<file path="config.mk">
export PLATFORM = sky130hd
export DESIGN_NAME = host_bus_bridge
export DESIGN_NICKNAME = d
export VERILOG_FILES = /design/src/rtl/host_bus_bridge.sv
export SDC_FILE = /design/constraint.sdc
export NUM_CORES = 1
export LEC_CHECK = 0
export ABC_AREA = 1
export CAP_MARGIN = 20
export CORE_MARGIN = 2
export CORE_UTILIZATION = 39
export DETAILED_ROUTE_END_ITERATION = 16
export GPL_TIMING_DRIVEN = 0
export HOLD_SLACK_MARGIN = 0.15
export PLACE_DENSITY = 0.87
export SLEW_MARGIN = 5
export SYNTH_ARGS = -nofsm -noshare
export SYNTH_HDL_FRONTEND = slang
export SYNTH_SLANG_ARGS = --single-unit
export TNS_END_PERCENT = 100
</file>
<file path="constraint.sdc">
create_clock -name clk -period 1.3 [get_ports clk]
set_input_delay 0.195 -clock clk [delete_from_list [all_inputs] [get_ports clk]]
set_output_delay 0.195 -clock clk [all_outputs]
set_load 0.03 [all_outputs]
</file>
<file path="src/rtl/host_bus_bridge.sv">
module host_bus_bridge #(
  parameter int AW = 21,
  parameter int IOW = 4,
  parameter int DW = 16
) (
  input  logic          clk,
  input  logic          rst_n,
  input  logic          mode16,
  input  logic          cs_io_n,
  input  logic          cs_mem_n,
  input  logic          wr_hi_n,
  input  logic          wr_lo_n,
  input  logic          rd_n,
  input  logic [AW-1:1] addr,
  input  logic [DW-1:0] din,
  output logic [DW-1:0] dout,
  output logic          dout_oe,
  output logic          rdy_n,
  output logic          rdy_oe,
  output logic          req,
  output logic          req_we,
  output logic          req_space,
  output logic [AW-1:0] req_addr,
  output logic [1:0]    req_be,
  output logic [DW-1:0] req_wdata,
  input  logic          ack,
  input  logic [DW-1:0] ack_rdata
);
  localparam int HB = DW / 2;

  typedef enum logic [1:0] {IDLE, BUSY, DONE} st_t;
  st_t st;

  logic [4:0] s1, s2;
  logic acc_q, a0_q;

  always_ff @(posedge clk or negedge rst_n)
    if (!rst_n) begin
      s1 <= '1;
      s2 <= '1;
    end else begin
      s1 <= {cs_io_n, cs_mem_n, wr_hi_n, wr_lo_n, rd_n};
      s2 <= s1;
    end

  wire io_s  = ~s2[4];
  wire mem_s = ~s2[3];
  wire whi_s = ~s2[2] & mode16;
  wire wlo_s = ~s2[1];
  wire rd_s  = ~s2[0];
  wire wr_s  = whi_s | wlo_s;
  wire acc_s = (io_s | mem_s) & (wr_s | rd_s);

  wire a0 = mode16 ? 1'b0 : wr_hi_n;
  wire raw_strobe = ~rd_n | ~wr_lo_n | (mode16 & ~wr_hi_n);

  assign rdy_oe  = ~cs_io_n | ~cs_mem_n;
  assign dout_oe = ~rd_n & rdy_oe;
  assign rdy_n   = ~(rdy_oe & raw_strobe & (st == DONE));
  assign req     = (st == BUSY);

  logic [1:0] be_n;
  always_comb begin
    if (mode16) be_n = wr_s ? {whi_s, wlo_s} : 2'b11;
    else        be_n = a0 ? 2'b10 : 2'b01;
  end

  always_ff @(posedge clk or negedge rst_n)
    if (!rst_n) begin
      st        <= IDLE;
      acc_q     <= 1'b0;
      a0_q      <= 1'b0;
      req_we    <= 1'b0;
      req_space <= 1'b0;
      req_addr  <= '0;
      req_be    <= '0;
      req_wdata <= '0;
      dout      <= '0;
    end else begin
      acc_q <= acc_s;
      case (st)
        IDLE: if (acc_s && !acc_q) begin
          st        <= BUSY;
          a0_q      <= a0;
          req_we    <= wr_s;
          req_space <= ~io_s;
          req_addr  <= io_s ? AW'({addr[IOW-1:1], a0}) : {addr, a0};
          req_be    <= be_n;
          req_wdata <= mode16 ? din : {din[HB-1:0], din[HB-1:0]};
        end
        BUSY: if (ack) begin
          st   <= DONE;
          dout <= mode16 ? ack_rdata
                : {{HB{1'b0}}, (a0_q ? ack_rdata[DW-1:HB] : ack_rdata[HB-1:0])};
        end
        DONE: if (!acc_s) st <= IDLE;
        default: st <= IDLE;
      endcase
    end
endmodule


</file>
==> flow_summary.ini <==
[outcome]
status = complete, but fails checks
violations = setup timing

[die]
die_x_um = 93.3
coreArea_mm2 = 0.00773
io_pins = 122
fp.dieH_um = 93.3
fp.dieArea_mm2 = 0.00870
start_util_pct = 40.2
num_rows = 32

[cts]
cts_tree = done
cts-htree-levels = 3
clk_pin_slew_ns = 0.07
cts-root-buf = clkbuf_8
cts.sinks = 70
clockBufferDepth = 2
cts_buffers = 9
clock_latency_ns = 0.34

[synth]
synth.yosys.seq_area_share_pct = 56.7
synth_flop_cell = dfrtp_1
syn_nets = 426
ys_ff_latch = 70
synth_edf_count = 0
ys_warn_count = 0
synth_area_per_cell_um2 = 8.52
ys_top_cells_by_area = dfrtp_1 (48%), nand2_1 (19%), dfstp_2 (8.5%)
syn_area_mm2 = 0.00311
synth_area_leader_cell = dfrtp_1
ys_types = 20
async_reset_ff_share_pct = 100
syn_inst = 365
synth_common_cells = nand2_1 (159), dfrtp_1 (60), nand4_1 (41), nand3_1 (27), inv_1 (24)
post-synth-top-count-cell = nand2_1
yosysTopAreaCellShare_pct = 48.3

[route]
wire_per_inst_um = 14.5
first_iter_violations = 150
drcViolationCount = 0
vias_per_cell = 4.97
first_pass_iters = 4
drtAntennaViolNets = 0
drt-total-wl_um = 8870
vias = 3053

[place]
place_ws_ns = -1.11
port_buffers = 121
place_congestion = 0.843
dp.cells = 588
placed_area_mm2 = 0.00445
dp_hpwl_um = 6420

[grt]
overflow = 0
grt_max_degree = 71
grt_pass1_wl_um = 14600
met1_usage_pct = 27.4
grtUsageMet2_pct = 35.7
globalRouteTotalUtil_pct = 21.3
antenna_found_initial = 0
use_met3_pct = 4.92
grt_pass1_vias = 3100
grt_busiest_layer = met2

[hold_path]
min_from = wr_lo_n
hold_class = input port to register
hold_depth = 1

[timing]
post-route-min-period_ns = 1.40
fin_skew_ns = 0.0118
fin_crit_sh_pct = 108
worst_pin_slew_ns = 0.876
timing_hold_violations_final = 0
fmax_mhz = 714
setup_viol = 42
setup_tns_ns = -2.62
setup_slack_ns = -0.100
hold_ws_ns = 0.300
slew_headroom_pct = 41.6
slew_violations = 0
rsz0062_at_grt = true

[setup_path]
critPathRequiredTime_ns = 1.52
worstSetupPathType = register to register
endpoint_kind = register
cp-start-kind = register
startpoint = st[0]
worstPathArrival_ns = 1.62
slowest_delay_ns = 0.40
reg2regPathDepth = 7
timing.rr.start = st[0]
critPathMaxFanout = 10
slowest_stage = dfrtp_1
cpMostUsedCell = buf_6
path_cells = buf_6 -> nor3_4 -> buf_6 -> nand3_4 -> buf_6 -> nand2_1 -> nand2_1

[cells_and_area]
area_growth_pct = 48.6
nNetsFinal = 568
antennaDiodeCount = 0
final_util_pct = 59.8
regArea_mm2 = 0.00176
finalInstanceArea_mm2 = 0.00462
multiInputGateArea_mm2 = 0.00119
drive_gt1_share_pct = 27.3
fin_cells = 614
fill_cells = 691

[run]
cap_violations = 0

[pwr]
power_density_mw_per_mm2 = 2180
peakVddDrop_v = 0.00126
total_power_mw = 10.1
p_leak_nw = 2.45
==> path summary, 6_finish.rpt <==
kind                                     end  slack (ns)
worst max-delay path             req_addr[2]        -0.1
worst min-delay path                   s1[1]        0.30
worst max register to register   req_addr[2]        -0.1
worst min register to register         s2[1]        0.36
max in group asynchronous       req_wdata[2]        0.22
min in group asynchronous             req_we        0.52
==> power breakdown <==
part	internal, mW	switching [mW]	leakage [nW]
sequential	3.05	0.537	0.858
clock	1.13	0.816	0.108
combinational	1.49	3.08	1.48
total	5.66	4.43	2.45
==> worst max-delay path, delay by kind of cell (launching register included) <==
family        cells  cell delay [ns]
buf+inv           3             0.47
simple gates      4             0.42
flops             1             0.40
==> metal layers <==
layer	routed length, µm	share of wire, %	vias up
met5	0	0	-
met4	80	0.90	0
met3	612	6.9	10
met2	4460	50	120
met1	3720	42	1454
li1	-	-	1469
==> cells by family after synthesis <==
family,count (synthesis),share of synthesized area [%]
AOI/OAI and AO/OA,12,2.66
DFF,70,56.7
buffers and inverters,51,7.28
and+or+nand+nor,232,33.3
==> area by class of cell <==
| type | count | share of cell area, % |
|---|---|---|
| Clock inverter | 6 | 1.84 |
| Inverter | 26 | 2.22 |
| Multi-Input combinational cell | 244 | 25.7 |
| Clock buffer | 10 | 2.98 |
| Buffer | 24 | 3.66 |
| Tap cell | 102 | 2.76 |
| Sequential cell | 70 | 38.2 |
| Timing Repair Buffer | 132 | 22.7 |
==> state kept, by name (all words and copies together) (netlist names) <==
| name | flops |
|---|---|
| s1 | 5 |
| req_addr | 21 |
| req_be | 2 |
| req_we | 1 |
| acc_q | 1 |
| req_wdata | 16 |
| s2 | 5 |
| dout | 16 |
| st | 2 |
| req_space | 1 |
==> cells in the final DEF, fill, tap and decap left out, types with 3 or more instances in the layout <==
master	synthesis	final
clkdlybuf4s15_1	0	7
nand2_2	0	12
nand3_1	27	26
dfstp_2	10	10
inv_2	1	3
nand2_1	159	145
clkbuf_8	0	10
buf_2	22	15
o21a_1	8	8
clkbuf_2	0	49
nand4_1	41	41
buf_4	2	12
clkdlybuf4s50_1	0	58
inv_1	24	22
dfrtp_1	60	60
buf_6	0	9
clkbuf_4	0	3
==> what timing repair did <==
| item | in CTS | in global routing |
|---|---|---|
| resized for setup | 145 | 90 |
| buffers inserted | 6 | 3 |
| cloned | 1 | 0 |
| pin swaps | 3 | 3 |
| setup endpoints to repair | 111 | 108 |
| hold endpoints to repair | 60 | 0 |
| hold buffers | 1 | 0 |
No activity file was read; power rests on OpenSTA's default activity.
